**src/rtl/gpio_evt_pkg.sv**
```systemverilog
package gpio_evt_pkg;

  localparam int ADDR_W = 8;

  localparam logic [ADDR_W-1:0] OFS_TYPE  = 8'h28;
  localparam logic [ADDR_W-1:0] OFS_BOTH  = 8'h2C;
  localparam logic [ADDR_W-1:0] OFS_EN    = 8'h40;
  localparam logic [ADDR_W-1:0] OFS_ENSET = 8'h44;
  localparam logic [ADDR_W-1:0] OFS_ENCLR = 8'h48;
  localparam logic [ADDR_W-1:0] OFS_STS   = 8'h4C;

  typedef enum logic [2:0] {
    RD_NONE,
    RD_TYPE,
    RD_BOTH,
    RD_EN,
    RD_STS
  } rdSel_e;

  typedef struct packed {
    logic wrType;
    logic wrBoth;
    logic wrEn;
    logic wrEnSet;
    logic wrEnClr;
    logic wrSts;
  } wrStrobe_t;

endpackage

```
**src/rtl/gpio_evt_ctrl.sv**
```systemverilog
module gpio_evt_ctrl
  import gpio_evt_pkg::*;
(
  input  logic              busWe,
  input  logic [ADDR_W-1:0] busAddr,
  output wrStrobe_t         strobes,
  output rdSel_e            rdSel
);

  always_comb begin
    strobes = '0;
    if (busWe) begin
      unique case (busAddr)
        OFS_TYPE:  strobes.wrType  = 1'b1;
        OFS_BOTH:  strobes.wrBoth  = 1'b1;
        OFS_EN:    strobes.wrEn    = 1'b1;
        OFS_ENSET: strobes.wrEnSet = 1'b1;
        OFS_ENCLR: strobes.wrEnClr = 1'b1;
        OFS_STS:   strobes.wrSts   = 1'b1;
        default:   strobes = '0;
      endcase
    end
  end

  always_comb begin
    unique case (busAddr)
      OFS_TYPE: rdSel = RD_TYPE;
      OFS_BOTH: rdSel = RD_BOTH;
      OFS_EN:   rdSel = RD_EN;
      OFS_STS:  rdSel = RD_STS;
      default:  rdSel = RD_NONE;
    endcase
  end

endmodule

```
**src/rtl/gpio_evt_dp.sv**
```systemverilog
module gpio_evt_dp
  import gpio_evt_pkg::*;
#(
  parameter int NUM_PINS = 32
) (
  input  logic                clk,
  input  logic                rstN,
  input  wrStrobe_t           strobes,
  input  rdSel_e              rdSel,
  input  logic [NUM_PINS-1:0] wrData,
  input  logic [NUM_PINS-1:0] pinIn,
  output logic [NUM_PINS-1:0] rdData,
  output logic                irqOut
);

  logic [NUM_PINS-1:0] typeQ;
  logic [NUM_PINS-1:0] bothQ;
  logic [NUM_PINS-1:0] enQ;
  logic [NUM_PINS-1:0] stsQ;
  logic [NUM_PINS-1:0] prevQ;
  logic [NUM_PINS-1:0] hit;
  logic [NUM_PINS-1:0] clrMask;
  logic [NUM_PINS-1:0] fallOnly;

  // previous-input copy tracks the pins every cycle, including during reset
  always_ff @(posedge clk) begin
    prevQ <= pinIn;
  end

  for (genvar gi = 0; gi < NUM_PINS; gi++) begin : g_pin
    logic riseEdge;
    logic fallEdge;
    assign riseEdge = pinIn[gi] & ~prevQ[gi];
    assign fallEdge = ~pinIn[gi] & prevQ[gi];
    assign hit[gi]  = typeQ[gi] ? (riseEdge | (bothQ[gi] & fallEdge)) : pinIn[gi];
  end

  assign clrMask  = strobes.wrSts ? wrData : '0;
  assign fallOnly = typeQ & ~bothQ & prevQ & ~pinIn & ~stsQ;

  always_ff @(posedge clk or negedge rstN) begin
    if (!rstN) begin
      typeQ <= '0;
      bothQ <= '0;
      enQ   <= '0;
      stsQ  <= '0;
    end else begin
      if (strobes.wrType) typeQ <= wrData;
      if (strobes.wrBoth) bothQ <= wrData;
      if (strobes.wrEn)         enQ <= wrData;
      else if (strobes.wrEnSet) enQ <= enQ | wrData;
      else if (strobes.wrEnClr) enQ <= enQ & ~wrData;
      stsQ <= (stsQ & ~clrMask) | hit;
    end
  end

  assign irqOut = |(stsQ & enQ);

  always_comb begin
    unique case (rdSel)
      RD_TYPE: rdData = typeQ;
      RD_BOTH: rdData = bothQ;
      RD_EN:   rdData = enQ;
      RD_STS:  rdData = stsQ;
      default: rdData = '0;
    endcase
  end


  sticky_sts_chk: assert property (@(posedge clk) disable iff (!rstN)
    !strobes.wrSts |=> ((stsQ & $past(stsQ)) == $past(stsQ)));


  lvl_hold_chk: assert property (@(posedge clk) disable iff (!rstN)
    strobes.wrSts |=> ((stsQ & $past(wrData & ~typeQ & pinIn)) == $past(wrData & ~typeQ & pinIn)));


  rise_only_chk: assert property (@(posedge clk) disable iff (!rstN)
    (|fallOnly) |=> ((stsQ & $past(fallOnly)) == '0));


  en_set_chk: assert property (@(posedge clk) disable iff (!rstN)
    strobes.wrEnSet |=> ((enQ & $past(wrData)) == $past(wrData)));


  en_clr_chk: assert property (@(posedge clk) disable iff (!rstN)
    strobes.wrEnClr |=> ((enQ & $past(wrData)) == '0));


  irq_mask_chk: assert property (@(posedge clk) disable iff (!rstN)
    (enQ == '0) |-> !irqOut);

endmodule

```
**src/rtl/gpio_evt_unit.sv**
```systemverilog
module gpio_evt_unit
  import gpio_evt_pkg::*;
#(
  parameter int NUM_PINS = 32
) (
  input  logic                clk,
  input  logic                rstN,
  input  logic                busWe,
  input  logic [ADDR_W-1:0]   busAddr,
  input  logic [NUM_PINS-1:0] busWdata,
  output logic [NUM_PINS-1:0] busRdata,
  input  logic [NUM_PINS-1:0] pinIn,
  output logic                irqOut
);

  wrStrobe_t strobes;
  rdSel_e    rdSel;

  gpio_evt_ctrl u_ctrl (
    .busWe   (busWe),
    .busAddr (busAddr),
    .strobes (strobes),
    .rdSel   (rdSel)
  );

  gpio_evt_dp #(.NUM_PINS(NUM_PINS)) u_dp (
    .clk     (clk),
    .rstN    (rstN),
    .strobes (strobes),
    .rdSel   (rdSel),
    .wrData  (busWdata),
    .pinIn   (pinIn),
    .rdData  (busRdata),
    .irqOut  (irqOut)
  );

endmodule

```
**config.mk**
```make
export PLATFORM = sky130hd
export DESIGN_NAME = gpio_evt_unit
export DESIGN_NICKNAME = d
export VERILOG_FILES = /design/src/rtl/gpio_evt_pkg.sv /design/src/rtl/gpio_evt_ctrl.sv /design/src/rtl/gpio_evt_dp.sv /design/src/rtl/gpio_evt_unit.sv
export SDC_FILE = /design/constraint.sdc
export NUM_CORES = 1
export LEC_CHECK = 0
export CAP_MARGIN = 20
export CORE_AREA = 3 3 122 124
export CTS_BUF_LIST = sky130_fd_sc_hd__clkbuf_16
export CTS_CLUSTER_DIAMETER = 30
export DETAILED_ROUTE_END_ITERATION = 10
export DIE_AREA = 0 0 125 127
export DONT_BUFFER_PORTS = 1
export GPL_ROUTABILITY_DRIVEN = 0
export PLACE_DENSITY = 0.67
export SKIP_LAST_GASP = 1
export SLEW_MARGIN = 20
export SYNTH_ARGS = -nofsm -noshare
export SYNTH_HDL_FRONTEND = slang
export SYNTH_HIERARCHICAL = 1
export SYNTH_SLANG_ARGS = --single-unit
```
**constraint.sdc**
```tcl
create_clock -name clk -period 2.1 [get_ports clk]
set_clock_uncertainty 0.2 [all_clocks]
set_input_delay 0.105 -clock clk [delete_from_list [all_inputs] [get_ports clk]]
set_output_delay 0.105 -clock clk [all_outputs]
set_load 0.05 [all_outputs]
```
[After elaboration in Yosys (flattened, before gate mapping)]
Index checks and enable logic that the tools add are counted.
Word-level totals
  bits in latches: 0
  memory bits (read-only): 0
  memories kept: 0
  output and inout bits: 33
  RAM bits: 0
  input bits: 75
  flip-flop bits (word level): 160
Cells by class
  reduce and logical (&&, ||, !) cells: 2
  eq/ne operators: 10
  div/mod/pow operators: 0
  mux-type cells: 45
  $add $sub $neg: 0
  multiply operators: 0
  shifts and indexed selects: 0
  bitwise gates (word level): 199
  $lt $le $gt $ge: 0
Operators by type and width (count)
  $mux W32: 4
  $pmux W32 S4: 1
  $and A1 B1 Y1: 96
  $and A32 B32 Y32: 3
  $not A1 Y1: 64
  $not A32 Y32: 2
  $or A32 B32 Y32: 2
  $mux W1: 38
  $eq A8 B7 Y1 const B: 4
  $or A1 B1 Y1: 32
  $reduce_or A32 Y1: 1
  $eq A8 B6 Y1 const B: 2
  $pmux W3 S4: 1
  $eq A3 B2 Y1 const B: 2
  $mux W6: 1
  $eq A3 B1 Y1 const B: 1
  $eq A3 B3 Y1 const B: 1
  $reduce_bool A3 Y1: 1

[Logic depth before layout (Yosys ltp)]
  word-level depth: 7
  gate-level depth with buffers: 8
  depth with buffers taken out: 5

[By module]
The synthesis kept the hierarchy.
By module, submodules not included
  gpio_evt_dp: area each 6792.8 um^2, instances 1, cells an instance 580
  gpio_evt_ctrl: area each 140.1 um^2, instances 1, cells an instance 17

[Worst setup path before layout]
Ideal clock, no wire load.
  kind: input -> output
  from: input busAddr[5]
  to: output busRdata[0]
  data required time: 1.795 ns
  slack: -0.237 ns
  buffers on the path: 2
  stages on the path: 7
  arrival time: 2.032 ns
  cells stage by stage: or4b_1 -> buf_6 -> o22ai_1 -> nor3b_2 -> buf_2 -> a22oi_1 -> nand2_1
Between the ends
  longest elaborated chain between the ends: 4
  elaborated cells on any way between the ends: 10
  classes of those cells: eq/ne: 8; mux: 2
Ends and longest elaborated chain
  start: declaration: line gpio_evt_unit.sv:9  | input logic [ADDR_W-1:0] busAddr,
  $eq A8 B7 Y1 or $eq A8 B6 Y1 (tied branches): line gpio_evt_ctrl.sv:26  | unique case (busAddr)
  $pmux W3 S4 *: line gpio_evt_ctrl.sv:26
  net rdSel[0]: line gpio_evt_unit.sv:17  | rdSel_e rdSel;
  $eq A3 B3 Y1 (tied with other cells): line gpio_evt_dp.sv:60  | unique case (rdSel)
  $pmux W32 S4 *: line gpio_evt_dp.sv:60
  end: declaration: line gpio_evt_unit.sv:11  | output logic [NUM_PINS-1:0] busRdata,
Mark *: on every way through the listed nets, which the timed path passes. The rest lies on a longest branch.

==> summary.md <==
| Metric | Value |
|---|---|
| CTS Buf Count | `17` |
| Clock slew at reported path FFs | `about 0.06 ns` |
| Max-slew violations | `0` |
| Worst-Margin Slew | `between 0.3 and 0.4 ns` |
| Filler cell count | `909` |
| Die X | `approximately 130 um` |
| Crit path DAT | `between 1.5 and 2 ns` |
| Critical path's slowest cell | `or4_4` |
| Synth cell count leaders | `dfrtp_1 (128), nand2_1 (128), a22oi_1 (87)` |
| Clock Path Buffers | `2` |
| DR iter-0 viols | `~500` |
| CP top delay family | `simple AND/OR/NAND/NOR gates` |
| CP bufs+invs | `1` |
| RSZ-0062 raised after global routing | `true` |
| Mean routed wirelength per cell | `between 20 and 25 um` |
| Wire length of the first global-routing pass | `32500 um` |
| Core area | `approximately 0.014 mm2` |
| Status | `finished, violations left` |
| VDD IR max | `0.000593 V` |
| Area Growth Syn to Fin | `42.2%` |
| Syn. warnings | `6` |
| Initial antenna violation count | `0` |
| Share of the synthesized area in the top cell type | `46.2%` |
| Final Power | `a little over 7 mW` |
| Post-Syn Area | `0.00693 mm2` |
| Syn Area/Cell | `roughly 12 um2` |
| Layout cells sized above 1 | `about 36%` |
| Clock root buffer master | `clkbuf_16` |
| Failing checks | `negative hold slack, negative setup slack` |
| CP Cell Sequence | `a22oi_2, nand4_1, or4_4, buf_6` |
| Pre-CTS setup slack | `-0.213 ns` |
| Pint | `approximately 5.5 mW` |
| Vias | `between 5000 and 6000` |
| Startpoint Class | `flip-flop` |
| Nets | `between 700 and 800` |
| Post-synthesis sequential area ratio | `a little under three fifths` |
| Fin cells | `913` |
| Vias in the first global route | `slightly above 6000` |
| DP HPWL | `approximately 12000 um` |
| Ports | `between 100 and 150` |
| TritonCTS clock tree | `yes` |
| CP peak stage delay | `approximately 0.55 ns` |
| Max cap viols | `0` |
| Sw Ratio | `roughly 22%` |
| PwrDens | `714 mW/mm2` |
| Required @ worst endpoint | `between 1.5 and 2 ns` |
| Final min period | `2.23 ns` |
| Hold Crit Class | `in2async` |
| Antenna-violating nets left | `0` |
| Crit path max fanout | `3` |
| Slew headroom | `between 70% and 80%` |
| Largest net degree at the start of global routing | `129` |
| Combinational share of power | `6.8%` |
| Total Die Area | `roughly 0.016 mm2` |
| Critical Path End Type | `primary output` |
| Netlist cell types | `26` |
| Ys flop type | `dfrtp_1` |
| Placed Instances | `between 800 and 900` |
| Multi-input logic area | `roughly 0.0033 mm2` |
| H-tree depth | `4` |
| Top cells by area, synth | `dfrtp_1 (46%), mux2_2 (9.7%), a22oi_1 (9.4%)` |
| Num rows | `43` |
| Synth Instances | `between 500 and 600` |
| Synth area leader | `dfrtp_1` |
| Synth Net Count | `~670` |
| Share of power burned in registers | `47.6%` |
| Drc violations | `0` |
| Async SR Flop Fraction | `between 80% and 90%` |
| Final setup fails | `33` |
| Gr usage total | `a little over a quarter` |
| Synth Register Bits | `160` |
| Net Sw Power | `around 1.6 mW` |
| CTS Hold Buffers Added | `64` |
| Antenna diodes | `0` |
| FF+latch area | `slightly below 0.004 mm2` |
| Hold Violations, Final | `128` |
| Fin Hold WS | `-0.832 ns` |
| Leak pwr | `3.85 nW` |
| Period utilization | `106%` |
| Total gr overflow | `0` |
| Clk_lat worst skew | `between 0.4 and 0.5 ns` |
| Via density | `between 6 and 7` |
| PortBufs | `0` |
| Die Y | `127 um` |
| Clock power frac | `45.5%` |
| Critical path type | `reg2out` |
| Total Wirelength | `just over 20000 um` |
| Starting Density | `about 50%` |
| Drt pass-1 iters | `7` |
| Sink Count | `160` |
| Max frequency | `449 MHz` |
| Setup ws final | `-0.126 ns` |
| EDFF count, synth | `0` |
[power by group through the flow]
stage / registers [mW] / clock network (mW) / logic, mW
floorplan: 3.35 / 0 / 0.220
global placement: 3.38 / 0 / 0.280
detailed placement: 3.39 / 0 / 0.290
CTS: 3.35 / 3.21 / 0.473
global route: 3.37 / 3.35 / 0.516
finish: 3.35 / 3.20 / 0.482
[metal layers]
metal,up-vias,GRT usage (%),part of all wire (%)
met3,48,7.73,8.3
met4,0,10.1,2.3
met2,273,42.9,49
met5,-,0,0
met1,2980,32.8,40
li1,2537,-,-
[timing repair]
item                       4_1_cts  5_1_grt
resized for setup               68        7
setup endpoints to repair       33       33
pin swaps                       21       19
gates cloned                     1        1
hold endpoints to repair       288      128
buffers inserted                10        5
[cells in the final DEF, fill, tap and decap left out, types with 4 or more instances in the layout]
cell,n
a32o_1,32
bufinv_16,4
o21ai_0,7
mux2_1,4
a22oi_1,34
nor3_2,4
buf_12,47
buf_6,8
nand2_1,96
dfrtp_1,128
a221o_1,25
nor3b_1,25
nand4_1,4
clkbuf_16,18
a22oi_2,53
nand2_2,32
nand3_1,7
dlygate4sd3_1,64
mux2_2,60
clkinvlp_4,4
dfxtp_1,32
buf_4,19
[logic make-up after synthesis]
group	synth area share, %
DFF	55.4
AOI/OAI and AO/OA	18.3
muxes	10.4
buffers and inverters	2.83
and+or+nand+nor	13.0
[final cells by class]
class	instances	share of cell area [%]
inverters	2	0.0761
well taps	180	2.28
multi-input cells	400	33.8
clock buffers	17	4.31
repair buffers	140	18.8
clock inverters	14	1.78
flip-flops and latches	160	39.0
[final timing paths]
| path | start | end | slack (ns) | depth (start not counted) |
|---|---|---|---|---|
| max | flip-flop | irqOut | -0.13 | 4 |
| min | rstN | u_dp/stsQ[20] | -0.83 | 0 |
| max reg2reg | u_dp/typeQ[3] | u_dp/stsQ[3] | 0.93 | 3 |
| min reg2reg | u_dp/prevQ[30] | u_dp/stsQ[30] | 0.28 | 2 |
| max in group asynchronous | rstN | u_dp/bothQ[14] | 2.27 | 0 |
| min in group clk | pinIn[24] | u_dp/prevQ[24] | 0.07 | 1 |
[through the flow]
stage | TNS [ns] | hold WS, ns | instance area (um2) | utilization, %
2_1_floorplan | -0.568 | -0.391 | 7070 | -
3_3_place_gp | -5.96 | -0.385 | 8170 | 58.9
3_5_place_dp | -8.08 | -0.386 | 8170 | 58.9
4_1_cts | -2.91 | -0.839 | 9820 | 70.8
5_1_grt | -5.42 | -0.849 | 9860 | 71.0
6_report | -2.73 | -0.832 | 9860 | 71.0
Note: power is estimated with default switching activity, not from simulation.
